[src/rtl/tmr_pkg.sv]
package tmr_pkg;
  localparam int ADDR_W    = 2;
  localparam int CTRL_RUN  = 0;
  localparam int CTRL_CLR  = 1;
  localparam int CTRL_GATE = 2;
  localparam int CTRL_SRC  = 3;
  localparam int CTRL_INV  = 4;

  localparam logic [ADDR_W-1:0] REG_CTRL = 2'd0;
  localparam logic [ADDR_W-1:0] REG_CMP  = 2'd1;
  localparam logic [ADDR_W-1:0] REG_CNT  = 2'd2;

  typedef struct packed {
    logic inv;
    logic src;
    logic gate;
    logic run;
  } ctrl_t;
endpackage

[src/rtl/tmr_edge_sync.sv]
module tmr_edge_sync #(
  parameter int STAGES = 2
) (
  input  logic clk,
  input  logic rst,
  input  logic async_i,
  output logic rise_o
);
  logic [STAGES-1:0] sync_q;
  logic              last_q;

  always_ff @(posedge clk) begin
    if (rst) begin
      sync_q <= '0;
      last_q <= 1'b0;
    end else begin
      sync_q <= {sync_q[STAGES-2:0], async_i};
      last_q <= sync_q[STAGES-1];
    end
  end

  assign rise_o = sync_q[STAGES-1] & ~last_q;

  AST_EDGE_ONE_CYCLE: assert property (@(posedge clk) disable iff (rst)
    rise_o |=> !rise_o);
endmodule

[src/rtl/tmr_regs.sv]
module tmr_regs
  import tmr_pkg::*;
#(
  parameter int               CNT_W    = 16,
  parameter logic [CNT_W-1:0] CMP_INIT = '1
) (
  input  logic              clk,
  input  logic              rst,
  input  logic              wr_en_i,
  input  logic [ADDR_W-1:0] addr_i,
  input  logic [CNT_W-1:0]  wdata_i,
  input  logic [CNT_W-1:0]  cnt_i,
  output ctrl_t             ctrl_o,
  output logic              clr_o,
  output logic [CNT_W-1:0]  cmp_o,
  output logic [CNT_W-1:0]  rdata_o
);
  logic ctrl_wr;
  logic cmp_wr;

  assign ctrl_wr = wr_en_i && (addr_i == REG_CTRL);
  assign cmp_wr  = wr_en_i && (addr_i == REG_CMP);
  assign clr_o   = ctrl_wr && wdata_i[CTRL_CLR];

  always_ff @(posedge clk) begin
    if (rst) begin
      ctrl_o <= '0;
      cmp_o  <= CMP_INIT;
    end else begin
      if (ctrl_wr) begin
        ctrl_o.run  <= wdata_i[CTRL_RUN];
        ctrl_o.gate <= wdata_i[CTRL_GATE];
        ctrl_o.src  <= wdata_i[CTRL_SRC];
        ctrl_o.inv  <= wdata_i[CTRL_INV];
      end
      if (cmp_wr) cmp_o <= wdata_i;
    end
  end

  always_ff @(posedge clk) begin
    if (rst) begin
      rdata_o <= '0;
    end else begin
      rdata_o <= '0;
      case (addr_i)
        REG_CTRL: begin
          rdata_o[CTRL_RUN]  <= ctrl_o.run;
          rdata_o[CTRL_GATE] <= ctrl_o.gate;
          rdata_o[CTRL_SRC]  <= ctrl_o.src;
          rdata_o[CTRL_INV]  <= ctrl_o.inv;
        end
        REG_CMP: rdata_o <= cmp_o;
        REG_CNT: rdata_o <= cnt_i;
        default: rdata_o <= '0;
      endcase
    end
  end

  AST_CTRL_WRITE: assert property (@(posedge clk) disable iff (rst)
    ctrl_wr |=> (ctrl_o.run == $past(wdata_i[CTRL_RUN])) &&
                (ctrl_o.src == $past(wdata_i[CTRL_SRC])));
  AST_CMP_WRITE: assert property (@(posedge clk) disable iff (rst)
    cmp_wr |=> cmp_o == $past(wdata_i));
endmodule

[src/rtl/tmr_count.sv]
module tmr_count #(
  parameter int CNT_W = 16
) (
  input  logic             clk,
  input  logic             rst,
  input  logic             tick_i,
  input  logic             clr_i,
  input  logic [CNT_W-1:0] cmp_i,
  output logic [CNT_W-1:0] cnt_o,
  output logic             match_o,
  output logic             tog_o
);
  logic at_cmp;
  assign at_cmp = (cnt_o == cmp_i);

  always_ff @(posedge clk) begin
    if (rst) begin
      cnt_o   <= '0;
      match_o <= 1'b0;
      tog_o   <= 1'b0;
    end else begin
      match_o <= 1'b0;
      if (clr_i) begin
        cnt_o <= '0;
      end else if (tick_i) begin
        if (at_cmp) begin
          cnt_o   <= '0;
          match_o <= 1'b1;
          tog_o   <= ~tog_o;
        end else begin
          cnt_o <= cnt_o + 1'b1;
        end
      end
    end
  end

  AST_HOLD_NO_TICK: assert property (@(posedge clk) disable iff (rst)
    (!tick_i && !clr_i) |=> $stable(cnt_o));
  AST_CLEAR_WINS: assert property (@(posedge clk) disable iff (rst)
    clr_i |=> (cnt_o == '0) && !match_o);
  AST_WRAP_MATCH: assert property (@(posedge clk) disable iff (rst)
    (tick_i && !clr_i && at_cmp) |=> match_o && (cnt_o == '0));
  AST_MATCH_TOGGLES: assert property (@(posedge clk) disable iff (rst)
    match_o |-> tog_o != $past(tog_o));
endmodule

[src/rtl/tmr_channel.sv]
module tmr_channel
  import tmr_pkg::*;
#(
  parameter int               CNT_W       = 16,
  parameter int               SYNC_STAGES = 2,
  parameter logic [CNT_W-1:0] CMP_INIT    = '1
) (
  input  logic              clk,
  input  logic              rst,
  input  logic              wr_en_i,
  input  logic [ADDR_W-1:0] addr_i,
  input  logic [CNT_W-1:0]  wdata_i,
  output logic [CNT_W-1:0]  rdata_o,
  input  logic              presc_tick_i,
  input  logic              ext_clk_i,
  output logic              tmr_out_o,
  output logic              match_o
);
  ctrl_t            ctrl;
  logic             clr;
  logic [CNT_W-1:0] cmp;
  logic [CNT_W-1:0] cnt;
  logic             ext_rise;
  logic             tick;
  logic             tog;

  tmr_edge_sync #(.STAGES(SYNC_STAGES)) u_sync (
    .clk     (clk),
    .rst     (rst),
    .async_i (ext_clk_i),
    .rise_o  (ext_rise)
  );

  tmr_regs #(.CNT_W(CNT_W), .CMP_INIT(CMP_INIT)) u_regs (
    .clk     (clk),
    .rst     (rst),
    .wr_en_i (wr_en_i),
    .addr_i  (addr_i),
    .wdata_i (wdata_i),
    .cnt_i   (cnt),
    .ctrl_o  (ctrl),
    .clr_o   (clr),
    .cmp_o   (cmp),
    .rdata_o (rdata_o)
  );

  assign tick = ctrl.run & (ctrl.src ? ext_rise : presc_tick_i);

  tmr_count #(.CNT_W(CNT_W)) u_count (
    .clk     (clk),
    .rst     (rst),
    .tick_i  (tick),
    .clr_i   (clr),
    .cmp_i   (cmp),
    .cnt_o   (cnt),
    .match_o (match_o),
    .tog_o   (tog)
  );

  always_ff @(posedge clk) begin
    if (rst) tmr_out_o <= 1'b0;
    else     tmr_out_o <= ctrl.gate ? (tog ^ ctrl.inv) : ctrl.inv;
  end

  AST_IDLE_LEVEL: assert property (@(posedge clk) disable iff (rst)
    $past(!ctrl.gate) |-> tmr_out_o == $past(ctrl.inv));
  AST_EXT_ONLY: assert property (@(posedge clk) disable iff (rst)
    (ctrl.src && !ext_rise && !clr) |=> $stable(cnt));
  AST_GATED_OUT: assert property (@(posedge clk) disable iff (rst)
    $past(ctrl.gate) |-> tmr_out_o == ($past(tog) ^ $past(ctrl.inv)));
endmodule

[config.mk]
export PLATFORM = sky130hd
export DESIGN_NAME = tmr_channel
export DESIGN_NICKNAME = d
export VERILOG_FILES = /design/src/rtl/tmr_pkg.sv /design/src/rtl/tmr_edge_sync.sv /design/src/rtl/tmr_regs.sv /design/src/rtl/tmr_count.sv /design/src/rtl/tmr_channel.sv
export SDC_FILE = /design/constraint.sdc
export NUM_CORES = 1
export LEC_CHECK = 0
export CAP_MARGIN = 20
export CORE_MARGIN = 1.5
export CORE_UTILIZATION = 46
export DETAILED_ROUTE_END_ITERATION = 7
export GPL_ROUTABILITY_DRIVEN = 0
export HOLD_SLACK_MARGIN = 0.02
export PLACE_DENSITY = 0.67
export SLEW_MARGIN = 20
export SYNTH_ARGS = -nofsm -noshare
export SYNTH_HDL_FRONTEND = slang
export SYNTH_SLANG_ARGS = --single-unit
[constraint.sdc]
create_clock -name clk -period 2.52 [get_ports clk]
set_clock_uncertainty 0.1 [all_clocks]
set_input_delay 0.252 -clock clk [delete_from_list [all_inputs] [get_ports clk]]
set_output_delay 0.252 -clock clk [all_outputs]
set_load 0.02 [all_outputs]
# After elaboration in Yosys (flattened, before gate mapping)
# Cells that the tools add are included.
classes:
  addsub: 1
  eq_ne: 3
  mux: 8
  n_bitwise: 7
  reduce_logical: 7
ops:
  columns: ["op", "n"]
  rows:
  - ["11-bit case mux with 2 select lines", 1]
  - ["16-bit by 1-bit adder with 16-bit output (second input constant)", 1]
  - ["16-bit == test", 1]
  - ["16-bit 2-to-1 mux", 1]
  - ["3-bit case mux with 3 select lines", 1]
  - ["1-bit inverter", 4]
  - ["1-bit logical AND", 3]
  - ["1-bit 2-to-1 mux", 3]
  - ["1-bit case mux with 3 select lines", 1]
  - ["3-bit AND reduction", 1]
  - ["3-bit OR reduction", 1]
  - ["1-bit AND", 2]
  - ["2-bit by 1-bit == test with 1-bit output (second input constant)", 1]
  - ["2-bit == test (second input constant)", 1]
  - ["2-bit logical NOT", 1]
  - ["1-bit case mux with 2 select lines", 1]
  - ["2-bit OR reduction", 1]
  - ["1-bit bitwise XOR", 1]
totals:
  regBits: 58
  in_bits: 23
  output_inout_bits: 18
  word_cells: 38

# Depth between registers and ports, before layout
# Gate-level depths: netlist of run 1.
depth:
  depth_word: 6
  mapped_depth: 9
  mapped_depth_nobuf: 6

# By module
# A second synthesis of run 1 with hierarchy kept.
hier_totals:
  hier_cells: 254
  hier_area_um2: 2497.4
modules_own_cells:
  columns: ["module", "n_inst", "cells_each", "area_per_inst_um2", "seq_area_each_um2"]
  rows:
  - ["tmr_regs", 1, 133, 1372.6, 720.7]
  - ["tmr_count", 1, 108, 974.7, 360.3]
  - ["tmr_edge_sync", 1, 7, 87.6, 60.1]
  - ["tmr_channel", 1, 6, 62.6, 20.0]

# Worst setup path before layout of run 1
# No wires, ideal clock.
synth_path:
  kind: "input to register"
  startpoint: "input port addr_i[0]"
  endpoint: "register u_count.cnt_o[7]"
  setup_time_ns: 0.065
  arrival_time_ns: 1.694
  required_time_ns: 2.355
  slack_ns: 0.661
  cell_stages: 9
  n_path_buf: 3
  cell_sequence: "inv_1 ha_1 clkbuf_1 and3_1 or2_2 clkbuf_1 o21bai_1 buf_2 nor2_1"
synth_via:
  elab_chain_len: 4
synth_rtl:
  columns: ["item", "line", "rtl"]
  rows:
  - ["start, declared", "tmr_channel.sv:11", "input logic [ADDR_W-1:0] addr_i,"]
  - ["2-bit logical NOT", "tmr_regs.sv:21", "assign ctrl_wr = wr_en_i && (addr_i == REG_CTRL);"]
  - ["1-bit logical AND", "tmr_regs.sv:21", null]
  - ["1-bit logical AND", "tmr_regs.sv:23", "assign clr_o = ctrl_wr && wdata_i[CTRL_CLR];"]
  - ["2-bit OR reduction (no source line)", null, null]
  - ["end signal, assigned", "tmr_count.sv:31", "cnt_o <= cnt_o + 1'b1;"]
  - ["end, declared", "tmr_count.sv:9", "output logic [CNT_W-1:0] cnt_o,"]
# No other way between the ends.
# A chain may end at the register's enable or synchronous reset.

# Worst setup path after layout of run 1
layout_path:
  startpoint: "register u_count.cnt_o[9]"
  endpoint: "register u_count.cnt_o[9]"
layout_via:
  elab_chain_len: 2
  word_cells_on_any_way: 3
  classes_between: "1 x add/sub; 1 x eq/ne; 1 x mux"
layout_rtl:
  columns: ["item", "line", "rtl"]
  rows:
  - ["16-bit by 1-bit adder with 16-bit output or 16-bit == test (tied branches)", "tmr_count.sv:31, tmr_count.sv:14", null]
  - ["16-bit 2-to-1 mux *", "tmr_count.sv:26", "if (at_cmp) begin"]
# Every way passes the cells marked *; elsewhere a longest branch is shown, timed or not.

==> impl_metrics.env, run 1 <==
export IMPL_status="finished, final reports clean"
export IMPL_crit_start="u_count.cnt_o[9]$_SDFFE_PP0N_"
export IMPL_required_ns=2.61
export IMPL_final_min_clock_period_ns=2.11
export IMPL_ant_nets=0
export IMPL_syn_area_per_cell_um2=9.29
export IMPL_routed_wl_mm=5.79
export IMPL_cts_root_buf="clkbuf_8"
export IMPL_worstSetupPathType="flop to flop"
export IMPL_clk_pin_slew_ns=0.06
export IMPL_synth_edf_count=0
export IMPL_hold_viol=0
export IMPL_grt_pass1_wl_mm=9.58
export IMPL_swShare_pct=21.3
export IMPL_fp_dieArea_um2=5970
export IMPL_p_sw_uw=471
export IMPL_slew_headroom_pct=42.2
export IMPL_synth_seq_cells=58
export IMPL_postCtsSetupRepairBufs=0
export IMPL_end_kind="flop"
export IMPL_pwr_share_clk_pct=48.6
export IMPL_placed_area_um2=3040
export IMPL_maxCapViolCount=0
export IMPL_power_density_nw_per_um2=671
export IMPL_synth_top_area_share_pct=45.8
export IMPL_synth_area_um2=2530
export IMPL_endpoint="u_count.cnt_o[9]$_SDFFE_PP0N_"
export IMPL_ys_top_cells_by_area="dfxtp_1 46%, xor2_1 6.2%, a211o_1 5.5%, nor2_1 4.9%, and3_1 4.4%"
export IMPL_num_fill_cells=477
export IMPL_clk_latency_ns=0.34
export IMPL_rsz0062_at_grt="false"
export IMPL_initial_core_util_pct=48.7
export IMPL_dr_pass1_iters=6
export IMPL_postSynthNetCount=301
export IMPL_drive_gt1_share_pct=11.7
export IMPL_die_w_um=77.2
export IMPL_yosys_cell_types_count=37
export IMPL_route_detailed_wl_per_inst_um=14.7
export IMPL_synth_compound_area_share_pct=13.9
export IMPL_rrSetupSlack_ns=0.41
export IMPL_hp_class="primary input to flop"
export IMPL_p_int_uw=1740
export IMPL_synth_top_area_cell="dfxtp_1"
export IMPL_port_buffers=40
export IMPL_reg2reg_to="u_count.cnt_o[9]$_SDFFE_PP0N_"
export IMPL_vias_per_cell=5.34
export IMPL_cts_buffers=9
export IMPL_timing_fmax_mhz=473
export IMPL_seqPwrFrac_pct=43.7
export IMPL_synth_cells=273
export IMPL_synth_xor_xnor_area_share_pct=10.0
export IMPL_yosys_top_cells_count="58 x dfxtp_1, 33 x nor2_1, 18 x and3_1, 18 x xor2_1, 16 x a211o_1"
export IMPL_synth_yosys_seq_area_share_pct=45.8
export IMPL_post_route_period_util_pct=83.9
export IMPL_antenna_cells=0
export IMPL_ys_async_sr_fraction_pct=0
export IMPL_die_h_um=77.2
export IMPL_final_area_um2=3290
export IMPL_antenna_found_initial=0
export IMPL_setup_viol=0
export IMPL_grt_max_degree=26
export IMPL_hpwl_mm=4.21
export IMPL_clockBufferDepth=2
export IMPL_cts_tree="done"
export IMPL_synthFlopType="dfxtp_1"
export IMPL_r2r_start="u_count.cnt_o[9]$_SDFFE_PP0N_"
export IMPL_synthAdderAreaFrac_pct=2.47
export IMPL_num_vias=2103
export IMPL_nets=347
export IMPL_tns_ns=0
export IMPL_grt_overflow=0
export IMPL_setup_worst_path_start_class="flop"
export IMPL_cts_resized=0
export IMPL_ys_warn_count=0
export IMPL_crit_fanout=12
export IMPL_synth_area_mux_share_pct=0
export IMPL_first_global_vias=1954
export IMPL_tightestPinTransition_ns=0.864
export IMPL_final_max_slew_violation_count=0
export IMPL_ctsHtreeMaxLevel=3
export IMPL_combinationalPowerShare_pct=7.7
export IMPL_holdBufCountCts=0
export IMPL_std_cell_rows=26
export IMPL_route_detailed_drc=0
export IMPL_area_delta_synth_final_pct=29.8
export IMPL_synthSimpleGateAreaFrac_pct=22.9
export IMPL_ioPinCount=41
export IMPL_synth_most_common_cell="dfxtp_1"
export IMPL_synth_top_family_by_area="simple AND/OR/NAND/NOR gates"
export IMPL_vdd_ir_drop_max_mv=0.434
export IMPL_groute_usage_overall_pct=21.2
export IMPL_drt_iter0_markers=171
export IMPL_crit_arrival_ns=2.21
export IMPL_leakagePower_uw=0.00128
export IMPL_r2r_cells=5
export IMPL_cts_sinks=58
export IMPL_core_area_um2=5200
area by class of cell:
class	instances	area [µm²]	area share [%]
multi-input combinational	189	1250	38.0
sequential	58	1160	35.3
timing repair buffer	56	520	15.8
clock buffer	11	151	4.60
clock inverter	5	100	3.04
tap	70	87.6	2.66
inverter	5	18.8	0.571
cells by family after synthesis:
group           after synthesis
simple gates                109
xor+xnor                     29
fa+ha+maj                     5
buf+inv                      26
flops                        58
compound gates               46
metal layers:
metal,share of wire (%),wire [µm],GRT usage (%),up-vias
met5,0,0,0,-
met4,1.7,100,8.73,0
met3,5.9,339,7.26,6
met2,43,2500,28.3,60
met1,49,2850,30.4,978
li1,-,-,-,1059
worst max-delay path: stages (launching register included):
cell and delay, ns:
dfxtp_1 0.35, xor2_1 0.17, nor4_1 0.37, nand4_2 0.15, o21bai_1 0.70, nor2_1 0.12
state kept, by name, summed over array words and instances, names as in the netlist:
signal / cells
u_count.cnt_o: 16
u_sync.sync_q: 2
u_regs.ctrl_o: 4
u_count.match_o: 1
u_regs.rdata_o: 16
u_regs.cmp_o: 16
u_count.tog_o: 1
u_sync.last_q: 1
tmr_out_o: 1
power by group through the flow:
stage / Combinational [µW] / Sequential [µW] / Clock [µW]
2_1_floorplan: 84.4 / 991 / 0
3_3_place_gp: 170 / 985 / 0
3_5_place_dp: 171 / 986 / 0
4_1_cts: 172 / 965 / 1090
5_1_grt: 186 / 968 / 1140
6_report: 171 / 965 / 1070
placed cells by master (no fill, tap or decap), drive strengths merged, types with 11 or more instances in the layout:
cell	synthesis	routed
xor2	18	18
xnor2	11	11
dfxtp	58	58
clkbuf	14	11
nand2	15	15
a22oi	13	13
and3	18	18
nand3	12	12
buf	7	16
a211o	16	16
clkdlybuf4s50	0	40
nor2	33	33
worst min-delay path by stage:
stage | startpoint | end | slack [ns] | cells past startpoint
6_report | ext_clk_i | u_sync.sync_q[0]$_SDFF_PP0_ | 0.35 | 2
5_1_grt | ext_clk_i | u_sync.sync_q[0]$_SDFF_PP0_ | 0.36 | 2
4_1_cts | ext_clk_i | u_sync.sync_q[0]$_SDFF_PP0_ | 0.35 | 2
3_5_place_dp | u_sync.sync_q[1]$_SDFF_PP0_ | u_sync.last_q$_SDFF_PP0_ | 0.36 | 1
3_3_place_gp | u_sync.sync_q[1]$_SDFF_PP0_ | u_sync.last_q$_SDFF_PP0_ | 0.34 | 1
2_1_floorplan | ext_clk_i | u_sync.sync_q[0]$_SDFF_PP0_ | 0.28 | 1
metrics by stage:
stage | util (%) | cells | setup WS (ns) | power, µW | hold WS (ns)
2_1_floorplan | - | 273 | 0.661 | 1080 | 0.280
3_3_place_gp | 58.4 | 378 | 0.253 | 1160 | 0.341
3_5_place_dp | 58.4 | 378 | 0.162 | 1160 | 0.359
4_1_cts | 63.2 | 394 | 0.422 | 2230 | 0.347
5_1_grt | 63.2 | 394 | 0.282 | 2290 | 0.362
6_report | 63.2 | 394 | 0.406 | 2210 | 0.354
No activity file was read; power rests on OpenSTA's default activity.
==> inputs of run 2 (changes only) <==
Settings changed: PLACE_DENSITY 0.67 to 0.7.
Clock period 2.52 ns to 1.7 ns, I/O delays scaled along.
==> run 2 against run 1 <==
The run now ends with setup timing left. Register-to-register slack got worse by 0.51 ns. Via count grew 10%. Routed wire length grew 13%. Worst hold slack got worse by 0.066 ns. Global-route usage up 2.8 points. Total power up 37%. Highest routed layer unchanged.
==> impl_metrics.env, run 2 (synthesis gave the netlist of run 1 again) <==
export IMPL_status="finished with violations"
export IMPL_violations="setup timing"
export IMPL_clk_pin_slew_ns=0.07
export IMPL_cts_sinks=58
export IMPL_clockBufferDepth=2
export IMPL_dr_pass1_iters=5
export IMPL_setup_viol=13
export IMPL_p_sw_uw=705
export IMPL_route_detailed_drc=0
export IMPL_nets=389
export IMPL_cts_root_buf="clkbuf_8"
export IMPL_cts_tree="done"
export IMPL_seqPwrFrac_pct=47.2
export IMPL_first_global_vias=2236
export IMPL_grt_max_degree=23
export IMPL_p_int_uw=2320
export IMPL_num_vias=2319
export IMPL_power_density_nw_per_um2=829
export IMPL_area_delta_synth_final_pct=43.7
export IMPL_port_buffers=40
export IMPL_hp_class="primary input to flop"
export IMPL_ioPinCount=41
export IMPL_vias_per_cell=5.34
export IMPL_grt_overflow=0
export IMPL_route_detailed_wl_per_inst_um=15.1
export IMPL_crit_fanout=5
export IMPL_clk_latency_ns=0.34
export IMPL_ctsHtreeMaxLevel=3
export IMPL_routed_wl_mm=6.54
export IMPL_die_w_um=77.2
export IMPL_rsz0062_at_grt="true"
export IMPL_hold_viol=0
export IMPL_worstSetupPathType="flop to flop"
export IMPL_timing_fmax_mhz=555
export IMPL_num_fill_cells=417
export IMPL_maxCapViolCount=0
export IMPL_final_max_slew_violation_count=0
export IMPL_leakagePower_uw=0.00146
export IMPL_core_area_um2=5200
export IMPL_slew_headroom_pct=73.0
export IMPL_ant_nets=0
export IMPL_required_ns=1.87
export IMPL_hpwl_mm=4.87
export IMPL_antenna_found_initial=0
export IMPL_combinationalPowerShare_pct=11.0
export IMPL_fp_dieArea_um2=5970
export IMPL_antenna_cells=0
export IMPL_cts_buffers=9
export IMPL_groute_usage_overall_pct=24.0
export IMPL_swShare_pct=23.3
export IMPL_end_kind="flop"
export IMPL_pwr_share_clk_pct=41.8
export IMPL_layout_common_cells="54 x buf_4, 54 x dfxtp_1, 40 x clkdlybuf4s50_1, 25 x nor2_1"
export IMPL_top_regs="u_count.cnt_o (16), u_regs.cmp_o (16), u_regs.rdata_o (16)"
export IMPL_std_cell_rows=26
export IMPL_drt_iter0_markers=228
export IMPL_power_uw=3020
export IMPL_setup_worst_path_start_class="flop"
export IMPL_fin_util_pct=70.0
export IMPL_die_h_um=77.2
export IMPL_post_route_period_util_pct=106
export IMPL_initial_core_util_pct=48.7
export IMPL_grt_pass1_wl_mm=10.9
export IMPL_final_min_clock_period_ns=1.80
export IMPL_layout_setup_ws_ns=-0.100
export IMPL_vdd_ir_drop_max_mv=0.631
export IMPL_drive_gt1_share_pct=25.8
export IMPL_tightestPinTransition_ns=0.405
export IMPL_crit_arrival_ns=1.98
[run 2: cell types whose count changed in the layout (fill, tap and decap cells not counted), moves of 2 or more]
cell / delta
nor4_2: +2
nor4_1: -2
dfxtp_2: +4
buf_4: +38
buf_12: +3
bufinv_16: -2
nor2_2: +8
dfxtp_1: -4
nor2_1: -8
[run 2: area by class of cell]
class / count / area (µm²) / share of cell area (%)
Multi-Input combinational cell: 189 / 1300 / 35.7
Inverter: 5 / 18.8 / 0.515
Clock buffer: 11 / 151 / 4.16
Sequential cell: 58 / 1170 / 32.0
Clock inverter: 3 / 40.0 / 1.10
Tap cell: 70 / 87.6 / 2.40
Timing Repair Buffer: 98 / 877 / 24.1
[run 2: metrics by stage]
step                instance area [µm²]  hold slack, ns  instances  TNS [ns]  setup WS, ns
floorplan                          2540           0.198        273    -0.278       -0.0743
global placement                   3380           0.316        418     -6.98        -0.268
detailed placement                 3380           0.327        418     -9.32        -0.357
CTS                                3590           0.280        433    -0.250        -0.103
global route                       3640           0.306        434     -1.46        -0.151
finish                             3640           0.288        434    -0.325        -0.100
[run 2: power groups by stage]
stage,registers [µW],clock network (µW),logic [µW]
after detailed placement,1460,0,328
after CTS,1430,1280,330
after floorplan,1470,0,128
after global placement,1450,0,325
after global routing,1430,1350,360
final,1430,1260,332
[run 2: routing by layer]
| metal | vias to the layer above | GRT usage (%) | part of all wire, % | routed length, µm |
|---|---|---|---|---|
| met1 | 1078 | 34.3 | 48 | 3130 |
| li1 | 1138 | - | - | - |
| met5 | - | 0 | 0 | 0 |
| met4 | 0 | 13.5 | 3.2 | 212 |
| met3 | 22 | 5.00 | 7.0 | 460 |
| met2 | 81 | 33.1 | 42 | 2740 |
[run 2: critical path: stages, from the launching register on]
cell	delay (ns)
dfxtp_1	0.49
xor2_1	0.13
nor4_2	0.27
nand4_4	0.17
or4_1	0.42
a21oi_1	0.15
[run 2: path summary, 6_finish.rpt]
| check | startpoint | endpoint | slack (ns) | cells past startpoint |
|---|---|---|---|---|
| min reg2reg | u_sync.sync_q[0]$_SDFF_PP0_ | u_sync.sync_q[1]$_SDFF_PP0_ | 0.34 | 1 |
| max reg2reg | u_count.cnt_o[6]$_SDFFE_PP0N_ | u_count.tog_o$_SDFFE_PP0P_ | -0.10 | 5 |
| min | ext_clk_i | u_sync.sync_q[0]$_SDFF_PP0_ | 0.29 | 2 |
| max | u_count.cnt_o[6]$_SDFFE_PP0N_ | u_count.tog_o$_SDFFE_PP0P_ | -0.10 | 5 |
[run 2: what timing repair did]
action	CTS	global route
pin swaps	6	4
gates resized for setup	4	14
hold buffers	0	0
endpoints found under the setup margin	13	16
setup buffers	1	1
endpoints found under the hold margin	0	0
==> inputs of run 3 (changes only) <==
Settings changed: DONT_BUFFER_PORTS from default to 1, PLACE_DENSITY 0.7 to 0.6.
==> run 3 against run 2 <==
Routed wire length is 0.70% higher. Sequential share of layout area is 4.4 points higher. First-iteration DRC count is 11% lower. Global-route usage is 0.062 points lower. The flow finishes with violations (hold timing, setup timing). Core utilization is 8.1 points lower. Die area stayed put. Total power is 7.2% higher. Critical endpoint unchanged. Clock-buffer cell count is 1 lower.
==> impl_metrics.env, run 3 (synthesis gave the netlist of run 1 again) <==
export IMPL_status="finished with violations"
export IMPL_violations="hold timing, setup timing"
export IMPL_nets=340
export IMPL_ant_nets=0
export IMPL_port_buffers=0
export IMPL_tightestPinTransition_ns=0.533
export IMPL_cts_sinks=58
export IMPL_ctsHtreeMaxLevel=3
export IMPL_area_delta_synth_final_pct=27.0
export IMPL_clk_pin_slew_ns=0.07
export IMPL_first_global_vias=2091
export IMPL_drt_iter0_markers=202
export IMPL_cts_root_buf="clkbuf_8"
export IMPL_required_ns=1.89
export IMPL_top_regs="u_count.cnt_o (16), u_regs.cmp_o (16), u_regs.rdata_o (16)"
export IMPL_power_density_nw_per_um2=1010
export IMPL_antenna_cells=0
export IMPL_fin_hold_ws_ns=-0.224
export IMPL_num_vias=2177
export IMPL_dr_pass1_iters=5
export IMPL_fp_dieArea_um2=5970
export IMPL_grt_pass1_wl_mm=10.7
export IMPL_cts_buffers=9
export IMPL_place_ws_ns=-0.0367
export IMPL_critical_path_slowest_cell="or4_4"
export IMPL_hp_class="primary input to flop"
export IMPL_vias_per_cell=5.63
export IMPL_rsz0062_at_grt="true"
export IMPL_die_h_um=77.2
export IMPL_layout_common_cells="49 x dfxtp_1, 40 x buf_4, 29 x nor2_1, 18 x and3_1, 18 x xor2_1"
export IMPL_slew_headroom_pct=64.4
export IMPL_postCtsSetupRepairBufs=0
export IMPL_slowest_delay_ns=0.44
export IMPL_leakagePower_uw=0.00128
export IMPL_maxCapViolCount=0
export IMPL_final_min_clock_period_ns=1.74
export IMPL_setup_viol=12
export IMPL_core_area_um2=5200
export IMPL_power_uw=3240
export IMPL_std_cell_rows=26
export IMPL_hold_viol=21
export IMPL_layout_commonest_cell="dfxtp_1"
export IMPL_grt_overflow=0
export IMPL_clockBufferDepth=2
export IMPL_ioPinCount=41
export IMPL_cts_tree="done"
export IMPL_die_w_um=77.2
export IMPL_holdBufCountCts=13
export IMPL_grt_max_degree=32
export IMPL_crit_arrival_ns=1.93
export IMPL_layout_setup_ws_ns=-0.0423
export IMPL_route_detailed_wl_per_inst_um=17.0
export IMPL_crit_chain="xor2_1, nor4_2, nand4_2, or4_4, a21oi_2"
export IMPL_crit_fanout=5
export IMPL_final_max_slew_violation_count=0
export IMPL_setup_worst_path_start_class="flop"
export IMPL_hpwl_mm=4.60
export IMPL_timing_fmax_mhz=574
export IMPL_routed_wl_mm=6.59
export IMPL_antenna_found_initial=0
export IMPL_initial_core_util_pct=48.7
export IMPL_route_detailed_drc=0
export IMPL_drive_gt1_share_pct=25.6
export IMPL_clk_latency_ns=0.35
export IMPL_vdd_ir_drop_max_mv=0.732
export IMPL_end_kind="flop"
export IMPL_worstSetupPathType="flop to flop"
export IMPL_tns_ns=-0.203
export IMPL_post_route_period_util_pct=102
export IMPL_groute_usage_overall_pct=23.9
==> run 3: cell types whose count changed in the layout (fill, tap and decap cells not counted), moves of 2 or more <==
| cell | previous run | this run |
|---|---|---|
| buf_12 | 3 | 0 |
| dfxtp_1 | 54 | 49 |
| clkdlybuf4s50_1 | 40 | 0 |
| buf_4 | 54 | 40 |
| clkinvlp_4 | 0 | 2 |
| clkinv_2 | 2 | 0 |
| nor2_1 | 25 | 29 |
| nor2_2 | 8 | 4 |
| bufinv_16 | 1 | 3 |
| dlygate4sd3_1 | 0 | 9 |
| dfxtp_2 | 4 | 9 |
==> run 3: through the flow <==
step                hold slack, ns  area [µm²]  utilization, %  std cells
floorplan                    0.198        2540               -        273
global placement             0.144        2830            54.3        363
detailed placement           0.145        2830            54.3        363
CTS                         -0.231        3230            62.0        391
global route                -0.234        3220            61.9        387
finish                      -0.224        3220            61.9        387
==> run 3: path summary, 6_finish.rpt <==
| path | startpoint | endpoint | slack, ns | depth (start not counted) |
|---|---|---|---|---|
| worst min register to register | u_regs.cmp_o[8]$_SDFFE_PP1P_ | u_regs.cmp_o[8]$_SDFFE_PP1P_ | 0.39 | 1 |
| worst min-delay path | rst | u_count.tog_o$_SDFFE_PP0P_ | -0.22 | 1 |
| worst max-delay path | u_count.cnt_o[5]$_SDFFE_PP0N_ | u_count.tog_o$_SDFFE_PP0P_ | -0.04 | 5 |
| worst max register to register | u_count.cnt_o[5]$_SDFFE_PP0N_ | u_count.tog_o$_SDFFE_PP0P_ | -0.04 | 5 |
==> run 3: final cells by class <==
| class | count | area (µm²) |
|---|---|---|
| fillers | 443 | 1980 |
| repair buffers | 49 | 390 |
| clock buffers | 10 | 138 |
| multi-input cells | 189 | 1300 |
| inverters | 5 | 18.8 |
| clock inverters | 6 | 114 |
| flip-flops and latches | 58 | 1170 |
| well taps | 70 | 87.6 |
==> run 3: repair_timing <==
item,CTS,global route
endpoints found under the setup margin,13,20
pin swaps,4,12
gates resized for setup,10,10
hold endpoints to repair,30,21
==> run 3: worst max-delay path: cells and delay by family (launching register included) <==
| kind | cells | cell delay [ns] |
|---|---|---|
| DFF | 1 | 0.37 |
| and+or+nand+nor | 3 | 0.90 |
| xor gates and xnor gates | 1 | 0.19 |
| AOI/OAI and AO/OA | 1 | 0.12 |
==> run 3: layer usage <==
| metal | track usage (%) | wire length, µm |
|---|---|---|
| met1 | 34.5 | 3120 |
| met5 | 0 | 0 |
| met3 | 6.43 | 477 |
| met2 | 33.7 | 2880 |
| met4 | 9.09 | 110 |
==> run 3: report_power, final <==
part / switching, µW / internal (µW) / total (µW)
combinational: 101 / 93.0 / 194
clock: 584 / 1010 / 1600
sequential: 45.7 / 1400 / 1450
